### config.mk
export PLATFORM = sky130hd
export DESIGN_NAME = wdog_two_stage
export DESIGN_NICKNAME = d
export VERILOG_FILES = /design/src/rtl/wdog_two_stage.sv
export SDC_FILE = /design/constraint.sdc
export NUM_CORES = 1
export LEC_CHECK = 0
export BUFFER_PORTS_ARGS = -buffer_cell sky130_fd_sc_hd__buf_2
export CORE_MARGIN = 3
export CORE_UTILIZATION = 63
export DETAILED_ROUTE_END_ITERATION = 7
export GPL_ROUTABILITY_DRIVEN = 0
export GPL_TIMING_DRIVEN = 0
export PLACE_DENSITY_LB_ADDON = 0.1
export SLEW_MARGIN = 10
export SYNTH_ARGS = -nofsm -noshare
export SYNTH_HDL_FRONTEND = slang
export SYNTH_SLANG_ARGS = --single-unit
### constraint.sdc
create_clock -name clk -period 6.71 [get_ports clk]
set_input_delay 0 -clock clk [delete_from_list [all_inputs] [get_ports clk]]
set_output_delay 0 -clock clk [all_outputs]
set_load 0.01 [all_outputs]
### src/rtl/wdog_two_stage.sv
module wdog_two_stage #(
  parameter int          ADDR_W   = 12,
  parameter int          OFS_HI_W = 16,
  parameter logic [31:0] ID_VAL   = 32'h0002_0A5D
) (
  input  logic              clk,
  input  logic              rst_n,
  input  logic [63:0]       cnt_i,
  input  logic              ref_vld,
  input  logic              ref_wr,
  input  logic [ADDR_W-1:0] ref_addr,
  output logic [31:0]       ref_rdata,
  input  logic              ctl_vld,
  input  logic              ctl_wr,
  input  logic [ADDR_W-1:0] ctl_addr,
  input  logic [31:0]       ctl_wdata,
  output logic [31:0]       ctl_rdata,
  output logic              irq_o,
  output logic              rst_req_o
);
  localparam int CNT_W = 64;
  localparam int OFS_W = 32 + OFS_HI_W;
  localparam logic [ADDR_W-1:0] A_CTRL   = ADDR_W'('h000);
  localparam logic [ADDR_W-1:0] A_OFS_LO = ADDR_W'('h008);
  localparam logic [ADDR_W-1:0] A_OFS_HI = ADDR_W'('h00C);
  localparam logic [ADDR_W-1:0] A_CMP_LO = ADDR_W'('h010);
  localparam logic [ADDR_W-1:0] A_CMP_HI = ADDR_W'('h014);
  localparam logic [ADDR_W-1:0] A_ID     = ADDR_W'('hFFC);
  localparam logic [ADDR_W-1:0] A_KICK   = ADDR_W'('h000);

  logic                en_q, s1_q, s2_q, armed_q;
  logic [31:0]         ofs_lo_q;
  logic [OFS_HI_W-1:0] ofs_hi_q;
  logic [CNT_W-1:0]    dl_q, cmp_q;

  wire ctl_w  = ctl_vld & ctl_wr;
  wire w_ctrl = ctl_w && ctl_addr == A_CTRL;
  wire w_olo  = ctl_w && ctl_addr == A_OFS_LO;
  wire w_ohi  = ctl_w && ctl_addr == A_OFS_HI;
  wire w_clo  = ctl_w && ctl_addr == A_CMP_LO;
  wire w_chi  = ctl_w && ctl_addr == A_CMP_HI;
  wire kick   = ref_vld && ref_wr && ref_addr == A_KICK;
  wire rearm  = kick | w_ctrl | w_olo | w_ohi;

  wire                en_nx     = w_ctrl ? ctl_wdata[0] : en_q;
  wire [31:0]         ofs_lo_nx = w_olo ? ctl_wdata : ofs_lo_q;
  wire [OFS_HI_W-1:0] ofs_hi_nx = w_ohi ? ctl_wdata[OFS_HI_W-1:0] : ofs_hi_q;
  wire [OFS_W-1:0]    ofs_nx    = {ofs_hi_nx, ofs_lo_nx};
  wire [CNT_W-1:0]    new_dl    = cnt_i + CNT_W'(ofs_nx);
  wire                expire    = armed_q && !rearm && (cnt_i >= dl_q);

  always_ff @(posedge clk or negedge rst_n) begin
    if (!rst_n) begin
      en_q <= 1'b0; s1_q <= 1'b0; s2_q <= 1'b0; armed_q <= 1'b0;
      ofs_lo_q <= '0; ofs_hi_q <= '0; dl_q <= '0; cmp_q <= '0;
      irq_o <= 1'b0; rst_req_o <= 1'b0;
    end else begin
      rst_req_o <= 1'b0;
      if (w_olo) ofs_lo_q <= ctl_wdata;
      if (w_ohi) ofs_hi_q <= ctl_wdata[OFS_HI_W-1:0];
      if (rearm) begin
        en_q    <= en_nx;
        s1_q    <= 1'b0;
        s2_q    <= 1'b0;
        armed_q <= en_nx;
        if (en_nx) begin
          dl_q  <= new_dl;
          cmp_q <= new_dl;
        end
        if (w_ctrl | w_olo | w_ohi) irq_o <= 1'b0;
      end else if (expire) begin
        if (!s1_q) begin
          s1_q  <= 1'b1;
          irq_o <= 1'b1;
          dl_q  <= new_dl;
        end else begin
          s2_q      <= 1'b1;
          rst_req_o <= 1'b1;
          armed_q   <= 1'b0;
        end
      end
      if (w_clo) cmp_q[31:0]  <= ctl_wdata;
      if (w_chi) cmp_q[63:32] <= ctl_wdata;
    end
  end

  logic [31:0] ctl_mux, ref_mux;
  always_comb begin
    case (ctl_addr)
      A_CTRL:   ctl_mux = {29'b0, s2_q, s1_q, en_q};
      A_OFS_LO: ctl_mux = ofs_lo_q;
      A_OFS_HI: ctl_mux = 32'(ofs_hi_q);
      A_CMP_LO: ctl_mux = cmp_q[31:0];
      A_CMP_HI: ctl_mux = cmp_q[63:32];
      A_ID:     ctl_mux = ID_VAL;
      default:  ctl_mux = '0;
    endcase
    ref_mux = (ref_addr == A_ID) ? ID_VAL : '0;
  end
  assign ctl_rdata = (ctl_vld && !ctl_wr) ? ctl_mux : '0;
  assign ref_rdata = (ref_vld && !ref_wr) ? ref_mux : '0;

  AST_RSTREQ_PULSE:  assert property (@(posedge clk) disable iff (!rst_n) rst_req_o |=> !rst_req_o);
  AST_RSTREQ_STAGE2: assert property (@(posedge clk) disable iff (!rst_n) rst_req_o |-> s2_q);
  AST_CTRL_WR_QUIET: assert property (@(posedge clk) disable iff (!rst_n) (w_ctrl | w_olo | w_ohi) |=> !irq_o);
  AST_KICK_CLEARS:   assert property (@(posedge clk) disable iff (!rst_n) kick |=> (!s1_q && !s2_q));
  AST_OFF_NO_EXPIRY: assert property (@(posedge clk) disable iff (!rst_n) !en_q |=> !$rose(s1_q));
  AST_IRQ_STAGE1:    assert property (@(posedge clk) disable iff (!rst_n) $rose(irq_o) |-> s1_q);
endmodule

==> run_summary.xml <==
<?xml version="1.0" encoding="UTF-8"?>
<metrics>
  <group name="pwr">
    <metric name="power.total" unit="mW">2.53</metric>
    <metric name="power.static_leakage" unit="nW">7.72</metric>
    <metric name="irDropWorstVdd" unit="µV">196</metric>
    <metric name="power.density_cell_area" unit="mW/mm²">161</metric>
  </group>
  <group name="route">
    <metric name="wirelength" unit="mm">44.4</metric>
    <metric name="routed_wire_length_per_instance" unit="µm">22.2</metric>
    <metric name="drtPass1Iterations" unit="">8</metric>
    <metric name="remaining_drc_errors" unit="">0</metric>
    <metric name="antenna_left" unit="">0</metric>
    <metric name="routed_via_density" unit="">6.44</metric>
    <metric name="vias" unit="">12900</metric>
    <metric name="dr.first_iter.drc_count" unit="">1641</metric>
  </group>
  <group name="layout">
    <metric name="final_common_cell" unit="">sky130_fd_sc_hd__dfrtp_1</metric>
    <metric name="layout_common_cells" unit="">sky130_fd_sc_hd__dfrtp_1, sky130_fd_sc_hd__buf_2, sky130_fd_sc_hd__nand2_1, sky130_fd_sc_hd__nor2_1, sky130_fd_sc_hd__ha_1</metric>
    <metric name="signed_area_change_from_the_synthesized_netlist_to_the_final_layout" unit="%">17.7</metric>
    <metric name="antenna-diode-count" unit="">0</metric>
    <metric name="postLayoutCoreUtil" unit="">0.765</metric>
    <metric name="storage_cell_area" unit="mm²">0.00455</metric>
    <metric name="fillers" unit="">1505</metric>
    <metric name="finalNonFillerCells" unit="">1997</metric>
    <metric name="post_layout_nets" unit="">1961</metric>
    <metric name="multi_input_comb_area" unit="mm²">0.00803</metric>
    <metric name="layout-drive-gt1-share" unit="">0.211</metric>
  </group>
  <group name="die">
    <metric name="dieWidth" unit="µm">151</metric>
    <metric name="core" unit="mm²">0.0205</metric>
    <metric name="die_h" unit="µm">151</metric>
    <metric name="core.rowCount" unit="">52</metric>
    <metric name="dieArea" unit="mm²">0.0229</metric>
    <metric name="initial_utilization" unit="">0.650</metric>
    <metric name="floorplan.io_pins" unit="">192</metric>
  </group>
  <group name="yosys">
    <metric name="synth.top_cell.area_share" unit="">0.342</metric>
    <metric name="postSynth.asyncResetShare" unit="">1.00</metric>
    <metric name="post_synth_edffs" unit="">0</metric>
    <metric name="netlist_top_cells_area" unit="">sky130_fd_sc_hd__dfrtp_1, sky130_fd_sc_hd__ha_1, sky130_fd_sc_hd__mux2_2</metric>
    <metric name="postSynthRegisterBits" unit="">182</metric>
    <metric name="yosys_warnings" unit="">0</metric>
    <metric name="syn_avg_cell_area" unit="µm²">9.08</metric>
    <metric name="netlist.top_cell.by_area" unit="">sky130_fd_sc_hd__dfrtp_1</metric>
    <metric name="post_synth_num_cell_types" unit="">78</metric>
    <metric name="post_synth_inst_count" unit="">1467</metric>
    <metric name="predominant_post_synthesis_flop_cell" unit="">sky130_fd_sc_hd__dfrtp_1</metric>
    <metric name="synth-seq-area-share" unit="">0.342</metric>
    <metric name="mappedNetlistArea" unit="mm²">0.0133</metric>
  </group>
  <group name="clock_tree">
    <metric name="cts_inserted_buffers" unit="">17</metric>
    <metric name="cts_tree" unit="">yes</metric>
    <metric name="root_buffer" unit="">sky130_fd_sc_hd__clkbuf_16</metric>
    <metric name="setup_buffers_after_cts" unit="">0</metric>
    <metric name="htreeDepth" unit="">4</metric>
    <metric name="clockBufferDepth" unit="">2</metric>
    <metric name="clkSlewWorstSetupHoldPaths" unit="ns">0.07</metric>
    <metric name="worstSkewPairLatency" unit="ns">0.44</metric>
    <metric name="cts_sinks" unit="">182</metric>
  </group>
  <group name="setup_path">
    <metric name="crit_slowest_cell" unit="">sky130_fd_sc_hd__a2111oi_2</metric>
    <metric name="end_kind" unit="">flop</metric>
    <metric name="worst-r2r-setup-slack" unit="ns">1.98</metric>
    <metric name="cp_data_arrival_time" unit="ns">6.60</metric>
    <metric name="timing.critical_path.from" unit="">ctl_addr[1]</metric>
    <metric name="max_stage_delay" unit="ns">0.71</metric>
    <metric name="rr_worst_depth" unit="">11</metric>
    <metric name="reg_to_reg_end" unit="">dl_q[56]</metric>
    <metric name="path_max_fanout" unit="">10</metric>
    <metric name="timing.critical_path.required" unit="ns">7.02</metric>
    <metric name="reg2reg_from" unit="">dl_q[37]</metric>
    <metric name="setup.worst_path.start_class" unit="">primary input</metric>
    <metric name="cp_cell_sequence" unit="">buf_2 &gt; or2_2 &gt; nand3b_1 &gt; or3_1 &gt; nor3_2 &gt; clkbuf_1 &gt; mux2_2 &gt; ha_1 &gt; nor2b_1 &gt; o2111ai_1 &gt; a211oi_2 &gt; o211ai_1 &gt; a2111oi_2 &gt; o21ai_1 &gt; a311oi_4 &gt; and3_1 &gt; mux2i_1 &gt; nand2_1</metric>
    <metric name="criticalPathCategory" unit="">in -&gt; reg</metric>
  </group>
  <group name="timing">
    <metric name="finalWorstSetupSlack" unit="ns">0.414</metric>
    <metric name="worst_slew_margin_rel" unit="">0.160</metric>
    <metric name="grt_setup_unrepaired" unit="">no</metric>
    <metric name="setup_viol_count_final" unit="">0</metric>
    <metric name="hold-worst-slack" unit="ns">0.00829</metric>
    <metric name="worst_skew" unit="ns">0.0116</metric>
    <metric name="hold_viol_final" unit="">0</metric>
    <metric name="post-route-period-util" unit="">0.938</metric>
    <metric name="tightestPinTransition" unit="ns">1.24</metric>
    <metric name="slew_viol_final" unit="">0</metric>
    <metric name="min_period" unit="ns">6.30</metric>
    <metric name="timing.fmax" unit="GHz">0.159</metric>
  </group>
  <group name="worst_hold_path">
    <metric name="hold_path_startpoint" unit="">cnt_i[53]</metric>
    <metric name="whs_endpoint" unit="">dl_q[53]</metric>
    <metric name="min_path_cells" unit="">3</metric>
    <metric name="worst_hold_path_type" unit="">in -&gt; reg</metric>
  </group>
  <group name="global_route">
    <metric name="antenna_found_initial" unit="">1</metric>
    <metric name="grt_use_total" unit="">0.390</metric>
    <metric name="grt_start_max_net_pins" unit="">109</metric>
    <metric name="leftover_overflow_at_the_end_of_global_routing" unit="">0</metric>
    <metric name="grt_pass1_vias" unit="">12500</metric>
    <metric name="grt_first_pass_wirelength" unit="mm">68.0</metric>
  </group>
  <group name="outcome">
    <metric name="run_status" unit="">completed</metric>
  </group>
  <group name="placement">
    <metric name="portBuffers" unit="">165</metric>
    <metric name="place_worst_setup_slack" unit="ns">-0.248</metric>
    <metric name="numPlacedInstances" unit="">1927</metric>
    <metric name="dp.final_hpwl" unit="mm">33.8</metric>
  </group>
  <group name="run">
    <metric name="drv_cap" unit="">0</metric>
  </group>
</metrics>
-- flip-flops by register name, summed over array words and instances, names as in the netlist --
name / cells
cmp_q: 64
dl_q: 64
ofs_lo_q: 32
ofs_hi_q: 16
armed_q: 1
en_q: 1
irq_o: 1
rst_req_o: 1
s1_q: 1
s2_q: 1
-- layer usage --
layer  vias to the layer above  global-route usage  wire (µm)
met5                         -                   0          0
met4                         0               0.189       2380
met3                       196               0.112       5640
met2                       860               0.607      19700
met1                      6018               0.500      16700
li1                       5781                   -          -
-- stage by stage --
step	TNS (ns)	instance area, µm²
4_1_cts	0	15700
5_1_grt	0	15700
6_report	0	15700
3_5_place_dp	-1.02	14600
2_1_floorplan	0	13400
3_3_place_gp	-0.134	14600
-- worst max-delay path, delay by kind of cell --
family / cells / cell delay [ns]
multiplexers: 2 / 0.89
AO/OA/AOI/OAI: 6 / 2.24
adder cells (fa/ha/maj): 1 / 0.35
buffers and inverters: 2 / 0.77
AND/OR/NAND/NOR: 7 / 2.34
-- cells by family after synthesis --
kind of cell    share of synthesized area
simple gates                        0.151
compound gates                      0.180
buf+inv                            0.0626
flops                               0.342
mux                                 0.114
fa+ha+maj                           0.112
xor+xnor                           0.0368
other cells                      0.000282
-- power by group --
group	internal, mW	total [mW]	switching, mW
Clock	0.688	1.14	0.448
Sequential	1.10	1.11	0.00334
Combinational	0.118	0.288	0.170
Total	1.91	2.53	0.621
-- repair_timing --
item                       in CTS  in global routing
setup endpoints to repair       0                 17
hold endpoints to repair      193                  0
resized for setup               0                  4
hold buffers                   40                  0
-- worst max path at each step --
| stage | to | slack, ns | cells after the start |
|---|---|---|---|
| floorplan | cmp_q[56] | 1.86 | 19 |
| global placement | cmp_q[52] | -0.11 | 20 |
| detailed placement | cmp_q[52] | -0.25 | 20 |
| CTS | cmp_q[52] | 0.18 | 20 |
| global route | cmp_q[52] | 0.07 | 18 |
| finish | cmp_q[52] | 0.41 | 18 |
-- area by class of cell --
class	count	share of cell area
inverters	89	0.0213
flip-flops and latches	182	0.291
clock buffers	22	0.0303
clock inverters	8	0.0109
plain buffers	96	0.0319
well taps	270	0.0216
multi-input cells	1123	0.512
repair buffers	207	0.0811
-- synthesized netlist by cell type, drive strengths merged, types with 10 or more instances --
cell type / number
inv: 89
nor3: 36
nor2: 129
a222oi: 24
and3: 19
nand2: 136
a31oi: 36
a221oi: 10
o21ai: 63
mux2i: 27
xor2: 22
mux2: 111
clkbuf: 54
a21oi: 100
nand3: 33
ha: 118
dfrtp: 182
xnor2: 34
o21bai: 15
buf: 42
nand4: 28
a21o: 39
No activity file was read; power rests on OpenSTA's default activity.
